$ cat config.mk
export PLATFORM = sky130hd
export DESIGN_NAME = mdm_ctl_unit
export DESIGN_NICKNAME = d
export VERILOG_FILES = /design/src/rtl/mdm_ctl_pkg.sv /design/src/rtl/mdm_ctl_reg.sv /design/src/rtl/mdm_pin_sync.sv /design/src/rtl/mdm_stat_mux.sv /design/src/rtl/mdm_flow_gate.sv /design/src/rtl/mdm_ctl_unit.sv
export SDC_FILE = /design/constraint.sdc
export NUM_CORES = 1
export LEC_CHECK = 0
export CAP_MARGIN = 15
export CORE_AREA = 2 2 39 41
export CTS_CLUSTER_SIZE = 25
export DETAILED_ROUTE_END_ITERATION = 12
export DIE_AREA = 0 0 41 43
export DONT_BUFFER_PORTS = 1
export PLACE_DENSITY = 0.53
export SKIP_LAST_GASP = 1
export SLEW_MARGIN = 20
export SYNTH_ARGS = -nofsm -noshare
export SYNTH_HDL_FRONTEND = slang
export SYNTH_SLANG_ARGS = --single-unit
$ cat constraint.sdc
create_clock -name clk -period 2.5 [get_ports clk]
set_clock_uncertainty 0.2 [all_clocks]
set_input_delay 0 -clock clk [delete_from_list [all_inputs] [get_ports clk]]
set_output_delay 0 -clock clk [all_outputs]
set_load 0.05 [all_outputs]
$ cat src/rtl/mdm_ctl_pkg.sv
// Package: shared types for the modem control unit.
// Assumes: control field order matches the software-visible byte layout.
package mdm_ctl_pkg;
    // Control byte fields, bit 4 down to bit 0.
    typedef struct packed {
        logic loopb;     // bit 4: local loopback
        logic op2;       // bit 3: send-immediate / loopback spare output 2
        logic pair_dtr;  // bit 2: pair select / loopback spare output 1
        logic rts_on;    // bit 1: request line asserted
        logic dtr_on;    // bit 0: terminal-ready line asserted
    } ctl_t;

    // Modem status, active high, bit 3 down to bit 0.
    typedef struct packed {
        logic cd;
        logic ri;
        logic dsr;
        logic cts;
    } mstat_t;

    localparam int CTL_FIELD_W = $bits(ctl_t);
    localparam int STAT_W      = $bits(mstat_t);
endpackage

$ cat src/rtl/mdm_ctl_reg.sv
// Module: control byte storage with readback.
// Assumes: REG_W is at least the field width; unused bits read as zero.
module mdm_ctl_reg
    import mdm_ctl_pkg::*;
#(
    parameter int REG_W = 8
) (
    input  logic             clk,
    input  logic             rst_n,
    input  logic             wr_en,
    input  logic [REG_W-1:0] wr_data,
    output ctl_t             ctl_o,
    output logic [REG_W-1:0] rd_data_o
);
    localparam int PAD_W = REG_W - CTL_FIELD_W;

    ctl_t ctl_q;

    // Capture the writable fields; reserved bits are dropped.
    always_ff @(posedge clk) begin
        if (!rst_n)
            ctl_q <= '0;
        else if (wr_en)
            ctl_q <= ctl_t'(wr_data[CTL_FIELD_W-1:0]);
    end

    assign ctl_o     = ctl_q;
    assign rd_data_o = {{PAD_W{1'b0}}, ctl_q};

    // readback equals written fields with reserved bits zero.
    assert_wr_readback_R2: assert property (@(posedge clk) disable iff (!rst_n)
        wr_en |=> rd_data_o == {{PAD_W{1'b0}}, $past(wr_data[CTL_FIELD_W-1:0])});
endmodule

$ cat src/rtl/mdm_pin_sync.sv
// Module: multi-stage synchronizer for active-low asynchronous inputs.
// Assumes: inputs idle high; output is active high after STAGES edges.
module mdm_pin_sync #(
    parameter int N      = 4,
    parameter int STAGES = 2
) (
    input  logic         clk,
    input  logic         rst_n,
    input  logic [N-1:0] pin_n_i,
    output logic [N-1:0] act_o
);
    for (genvar b = 0; b < N; b++) begin : g_bit
        logic [STAGES-1:0] chain_q;
        // Shift the raw pin level through the stage chain.
        always_ff @(posedge clk) begin
            if (!rst_n)
                chain_q <= '1;
            else if (STAGES == 1)
                chain_q <= pin_n_i[b];
            else
                chain_q <= {chain_q[STAGES-2:0], pin_n_i[b]};
        end
        assign act_o[b] = ~chain_q[STAGES-1];
    end
endmodule

$ cat src/rtl/mdm_stat_mux.sv
// Module: picks the modem status source, external pins or loopback bits.
// Assumes: ext_i is already synchronized and active high.
module mdm_stat_mux
    import mdm_ctl_pkg::*;
(
    input  logic   clk,
    input  logic   rst_n,
    input  ctl_t   ctl_i,
    input  mstat_t ext_i,
    output mstat_t stat_o
);
    mstat_t loop_stat;

    // Route the control bits onto the status positions in loopback.
    always_comb begin
        loop_stat.cts = ctl_i.rts_on;
        loop_stat.dsr = ctl_i.dtr_on;
        loop_stat.ri  = ctl_i.pair_dtr;
        loop_stat.cd  = ctl_i.op2;
        stat_o        = ctl_i.loopb ? loop_stat : ext_i;
    end

    // loopback status mirrors the control fields.
    assert_loop_stat_R11: assert property (@(posedge clk) disable iff (!rst_n)
        ctl_i.loopb |-> stat_o.cts == ctl_i.rts_on && stat_o.dsr == ctl_i.dtr_on
                        && stat_o.ri == ctl_i.pair_dtr && stat_o.cd == ctl_i.op2);
endmodule

$ cat src/rtl/mdm_flow_gate.sv
// Module: throttle hysteresis, output pin drive and transmit permission.
// Assumes: rx_hi/rx_lo are synchronous level indications from the FIFO.
module mdm_flow_gate
    import mdm_ctl_pkg::*;
(
    input  logic   clk,
    input  logic   rst_n,
    input  logic   afc_en,
    input  logic   rx_hi,
    input  logic   rx_lo,
    input  ctl_t   ctl_i,
    input  mstat_t stat_i,
    output logic   rts_n_o,
    output logic   dtr_n_o,
    output logic   tx_allow_o
);
    logic hold_q;
    logic rts_act, dtr_act;

    // Hysteresis: upper threshold sets, lower threshold clears.
    always_ff @(posedge clk) begin
        if (!rst_n)
            hold_q <= 1'b0;
        else if (rx_hi)
            hold_q <= 1'b1;
        else if (rx_lo)
            hold_q <= 1'b0;
    end

    // Derive active levels, park pins in loopback, gate transmit.
    always_comb begin
        rts_act = ctl_i.rts_on && !(afc_en && !ctl_i.pair_dtr && hold_q);
        dtr_act = ctl_i.dtr_on && !(afc_en &&  ctl_i.pair_dtr && hold_q);
        rts_n_o = ctl_i.loopb ? 1'b1 : !rts_act;
        dtr_n_o = ctl_i.loopb ? 1'b1 : !dtr_act;
        if (!afc_en)
            tx_allow_o = 1'b1;
        else
            tx_allow_o = ctl_i.pair_dtr ? stat_i.dsr : stat_i.cts;
    end

    // throttle state follows the thresholds one cycle later.
    assert_hold_set_R6: assert property (@(posedge clk) disable iff (!rst_n)
        rx_hi |=> hold_q);
    assert_hold_clear_R6: assert property (@(posedge clk) disable iff (!rst_n)
        (!rx_hi && rx_lo) |=> !hold_q);
    // a deasserted paired input blocks transmission.
    assert_tx_block_R8: assert property (@(posedge clk) disable iff (!rst_n)
        (afc_en && ((ctl_i.pair_dtr && !stat_i.dsr) || (!ctl_i.pair_dtr && !stat_i.cts)))
        |-> !tx_allow_o);
endmodule

$ cat src/rtl/mdm_ctl_unit.sv
// Module: top of the modem control unit.
// Assumes: modem inputs asynchronous, active low; all outputs combinational
// from registered state so they change in the cycle after a write.
module mdm_ctl_unit
    import mdm_ctl_pkg::*;
#(
    parameter int REG_W       = 8,
    parameter int SYNC_STAGES = 2
) (
    input  logic             clk,
    input  logic             rst_n,
    input  logic             wr_en,
    input  logic [REG_W-1:0] wr_data,
    output logic [REG_W-1:0] rd_data,
    input  logic             afc_en,
    input  logic             rx_hi,
    input  logic             rx_lo,
    input  logic             cts_n_i,
    input  logic             dsr_n_i,
    input  logic             dcd_n_i,
    input  logic             ri_n_i,
    output logic             rts_n_o,
    output logic             dtr_n_o,
    output logic             tx_allow,
    output logic [3:0]       mstat
);
    ctl_t              ctl;
    mstat_t            ext_stat, stat;
    logic [STAT_W-1:0] ext_act;

    mdm_ctl_reg #(.REG_W(REG_W)) u_reg (
        .clk(clk), .rst_n(rst_n), .wr_en(wr_en), .wr_data(wr_data),
        .ctl_o(ctl), .rd_data_o(rd_data)
    );

    mdm_pin_sync #(.N(STAT_W), .STAGES(SYNC_STAGES)) u_sync (
        .clk(clk), .rst_n(rst_n),
        .pin_n_i({dcd_n_i, ri_n_i, dsr_n_i, cts_n_i}),
        .act_o(ext_act)
    );
    assign ext_stat = mstat_t'(ext_act);

    mdm_stat_mux u_mux (
        .clk(clk), .rst_n(rst_n), .ctl_i(ctl), .ext_i(ext_stat), .stat_o(stat)
    );

    mdm_flow_gate u_gate (
        .clk(clk), .rst_n(rst_n), .afc_en(afc_en), .rx_hi(rx_hi), .rx_lo(rx_lo),
        .ctl_i(ctl), .stat_i(stat),
        .rts_n_o(rts_n_o), .dtr_n_o(dtr_n_o), .tx_allow_o(tx_allow)
    );

    assign mstat = stat;

    // loopback parks both outputs high.
    assert_loop_pins_R10: assert property (@(posedge clk) disable iff (!rst_n)
        rd_data[4] |-> rts_n_o && dtr_n_o);
    // with flow control off, outputs follow the readback bits.
    assert_gp_follow_R7: assert property (@(posedge clk) disable iff (!rst_n)
        (!afc_en && !rd_data[4]) |-> rts_n_o == !rd_data[1] && dtr_n_o == !rd_data[0]);
endmodule

# After elaboration in Yosys (flattened, before gate mapping)
# Index checks and enable logic that the tools add are counted.
dict set report word_totals {
  regBits 14
  in_bits 18
  output_inout_bits 15
  elab_cells 33
}
dict set report op_classes {
  mux 7
  bitwise 4
  reduce_logical 12
}
# operator n
set ops {}
lappend ops {{$logic_and A1 B1 Y1} 6}
lappend ops {{$mux W1} 6}
lappend ops {{$logic_not A1 Y1} 5}
lappend ops {{$mux W4} 1}
lappend ops {{$not A1 Y1} 4}
lappend ops {{$reduce_bool A2 Y1} 1}

# Longest topological paths before layout
dict set report depth {
  word_depth 7
  depth_mapped 3
  mapped_depth_nobuf 3
}

# Cells and area by module
# Synthesis repeated with hierarchy kept, for this count alone.
dict set report unflattened {
  hier_cells 59
  hier_area_um2 601.8
}
# mod instances cells_each area_per_inst_um2 seq_area_each_um2
set by_module_without_submodules {}
lappend by_module_without_submodules {mdm_ctl_reg 1 25 256.5 100.1}
lappend by_module_without_submodules {mdm_pin_sync 1 20 225.2 160.2}
lappend by_module_without_submodules {mdm_flow_gate 1 10 75.1 20.0}
lappend by_module_without_submodules {mdm_stat_mux 1 4 45.0 0.0}

# Least setup slack after synthesis
# Ideal clock, no wire load.
dict set report synth_timing {
  kind {reg-to-output}
  from {register u_reg.ctl_q (netlist bit u_reg.ctl_o[4])}
  to {output tx_allow}
  arrival_ns 2.258
  required_time_ns 2.300
  path_slack_ns 0.042
  stages_incl_launch_ff 4
  path_buffers 1
  path_cell_list {dfxtp_1 > buf_6 > mux2i_1 > o22a_1}
}
dict set report synth_between {
  elab_chain_cells 3
}
# item line
set synth_lines {}
lappend synth_lines {{from (decl)} mdm_ctl_reg.sv:17} ;# ctl_t ctl_q;
lappend synth_lines {{from (signal assigned)} mdm_ctl_reg.sv:24} ;# ctl_q <= ctl_t'(wr_data[CTL_FIELD_W-1:0]);
lappend synth_lines {{$mux W4} mdm_stat_mux.sv:20} ;# stat_o = ctl_i.loopb ? loop_stat : ext_i;
lappend synth_lines {{named net mstat[0]} mdm_ctl_unit.sv:25} ;# output logic [3:0] mstat
lappend synth_lines {{$mux W1} mdm_flow_gate.sv:39} ;# tx_allow_o = ctl_i.pair_dtr ? stat_i.dsr : stat_i.cts;
lappend synth_lines {{$mux W1} mdm_flow_gate.sv:36} ;# if (!afc_en)
lappend synth_lines {{to (decl)} mdm_ctl_unit.sv:24} ;# output logic tx_allow,
# The timed path passes the listed nets, and every way through them passes these cells.

==> results.json <==
{
  "arrival_ps": 1760,
  "status": "finished, final reports clean",
  "cp_top_family": "flip-flops",
  "cts_sinks": 14,
  "drive_above_1_share": 0.190,
  "synth_cell_types": 16,
  "yosys-top-cells-area": "dfxtp_1 49%, mux2i_1 14%, nand2b_1 7.7%, nor2b_1 6.6%, a311o_2 3.9%",
  "power.leakage_nw": 0.351,
  "drc": 0,
  "synth_most_common_cell": "dfxtp_1",
  "grt_pass1_wl_mm": 1.73,
  "antenna_found_initial": 0,
  "synth_edf_count": 0,
  "yosysSeqAreaShare": 0.491,
  "fp.dieW_microns": 41,
  "ios": 33,
  "setup_tns_ps": 0,
  "dieArea_sq_um": 1760,
  "path_max_fanout": 3,
  "timing.final.crit_share": 0.701,
  "nNetsFinal": 99,
  "synth_top_cell_by_area": "dfxtp_1",
  "hold_violations": 0,
  "ys_seq_elements": 14,
  "critPathCaptureType": "flip-flop",
  "max-cap-violations": 0,
  "core_sq_um": 1380,
  "grt_start_max_net_pins": 15,
  "cts_buffers": 3,
  "cpMaxStageDelayCell": "dfxtp_1",
  "start_util": 0.412,
  "dp_cells": 75,
  "start_kind": "flip-flop",
  "h-tree-depth": 1,
  "routed_wl_mm": 1.07,
  "drt_iter0_drc": 4,
  "ant_nets": 0,
  "synthArstFlopShare": 0,
  "path_clk_slew_ps": 80,
  "cts_max_path_buffers": 2,
  "post_cts_resized": 0,
  "vdd_drop_max_v": 0.000316,
  "crit_chain": "mux2i_1 -> dlygate4sd3_1 -> nor2b_1",
  "path_buf_inv": 1,
  "synth_cells": 54,
  "syn_area_sq_um": 571,
  "synth_common_cells": "14 x dfxtp_1, 8 x mux2i_1, 7 x nand2b_1, 6 x nor2b_1, 4 x inv_1",
  "tightestPinTransition_ps": 542,
  "n_fill_cell": 124,
  "areaGrowthSynthToFinish_pct": 45.2,
  "cp.required_ps": 2510,
  "slowest_delay_ps": 670,
  "syn_area_per_cell_sq_um": 10.6,
  "setup_violations": 0,
  "cts_root_buf": "clkbuf_4",
  "vias_per_cell": 4.59,
  "crit_type": "flip-flop to flip-flop",
  "final_cells": 95,
  "dp_hpwl_microns": 729,
  "finalWeightedCongestion": 0.672,
  "period_minus_slack_ps": 1750,
  "tritoncts": "yes",
  "diodes": 0,
  "routedWlPerCell_microns": 11.3,
  "rsz0062_at_grt": "false",
  "synth-main-ff-cell": "dfxtp_1",
  "power_density_nw_per_um2": 585,
  "max_slew_margin": 0.638,
  "min-delay-path-class": "input pin to output pin",
  "first_pass_iters": 4,
  "grt_use_total": 0.151,
  "clk_latency_ps": 260,
  "finalMaxSlewViolations": 0,
  "grt_remaining_overflow": 0,
  "vias": 436,
  "clock.fmax_mhz": 571,
  "io_buffers": 0,
  "yosysWarnings": 0,
  "synth_top_cell_area_share": 0.491,
  "grt_pass1_vias": 427,
  "die_h_microns": 43,
  "fp-row-count": 14
}
[layout by cell type (no fill, tap or decap)]
cell,n
nand2_1,2
o22a_1,1
nor2b_1,6
nand2b_1,7
conb_1,3
dlygate4sd3_1,17
mux2i_2,1
mux2i_1,8
a311o_2,2
clkbuf_4,3
buf_4,8
dfxtp_1,14
or2b_1,1
inv_1,4
buf_12,1
o21a_1,1
[layout make-up]
type | instances | area [sq um] | share of cell area
clock buffers | 3 | 22.5 | 0.0272
inverters | 4 | 15.0 | 0.0181
multi-input cells | 32 | 240 | 0.290
flip-flops and latches | 14 | 280 | 0.338
well taps | 16 | 20.0 | 0.0242
repair buffers | 26 | 250 | 0.302
[stage by stage]
stage | power (mW) | instance area [sq um] | setup slack (ps) | hold slack [ps] | util
final | 0.485 | 828 | 747 | 136 | 0.599
after global placement | 0.346 | 636 | 1200 | -124 | 0.459
after CTS | 0.493 | 828 | 769 | 136 | 0.599
after detailed placement | 0.347 | 636 | 1180 | -122 | 0.459
after floorplan | 0.332 | 578 | 42.1 | -127 | -
after global routing | 0.513 | 828 | 669 | 136 | 0.599
[metal layers]
metal	vias to the layer above	share of wire	routed length [microns]	track usage
met5	-	0	0	0
met4	0	0.023	25	0.113
met3	4	0.066	71	0.0471
met2	18	0.49	527	0.225
met1	197	0.42	445	0.170
li1	217	-	-	-
[where the power goes]
group / total (mW) / internal, mW / switching (mW)
registers: 0.244 / 0.235 / 0.00966
clock network: 0.117 / 0.0556 / 0.0611
logic: 0.124 / 0.0530 / 0.0708
[timing repair]
| action | in CTS | in global routing |
|---|---|---|
| endpoints found under the hold margin | 14 | 0 |
| setup endpoints to repair | 0 | 0 |
| buffers inserted | 0 | 0 |
| hold buffers | 17 | 0 |
[flip-flops by register name (all words and copies together) (netlist names)]
register,count
u_reg.ctl_o,5
u_sync.g_bit.chain_q,8
u_gate.hold_q,1
[final timing paths]
path	start	to	slack, ps	cells after the start
setup / recovery	u_reg.ctl_o[3]$_SDFFE_PN0P_	u_reg.ctl_o[3]$_SDFFE_PN0P_	750	3
hold / removal	afc_en	dtr_n_o	140	1
setup reg to reg	u_reg.ctl_o[3]$_SDFFE_PN0P_	u_reg.ctl_o[3]$_SDFFE_PN0P_	750	3
hold reg to reg	u_sync.g_bit[0].chain_q[0]$_SDFF_PN1_	u_sync.g_bit[0].chain_q[1]$_SDFF_PN1_	210	1
[cell families (layout without fill, tap and decap cells)]
kind of cell           count (synthesis)  in the layout  share of synthesized area
AND/OR/NAND/NOR                       16             16                      0.169
other                                  1              3                    0.00657
AO/OA/AOI/OAI                          4              4                     0.0680
flip-flops                            14             14                      0.491
buffers and inverters                 10             33                      0.101
multiplexers                           9              9                      0.164
[worst register-to-register path, cell delays in order, from the launching register on]
cell           delay (ps)
dfxtp_1               670
mux2i_1               140
dlygate4sd3_1         590
nor2b_1               100
No activity file was read; power rests on OpenSTA's default activity.
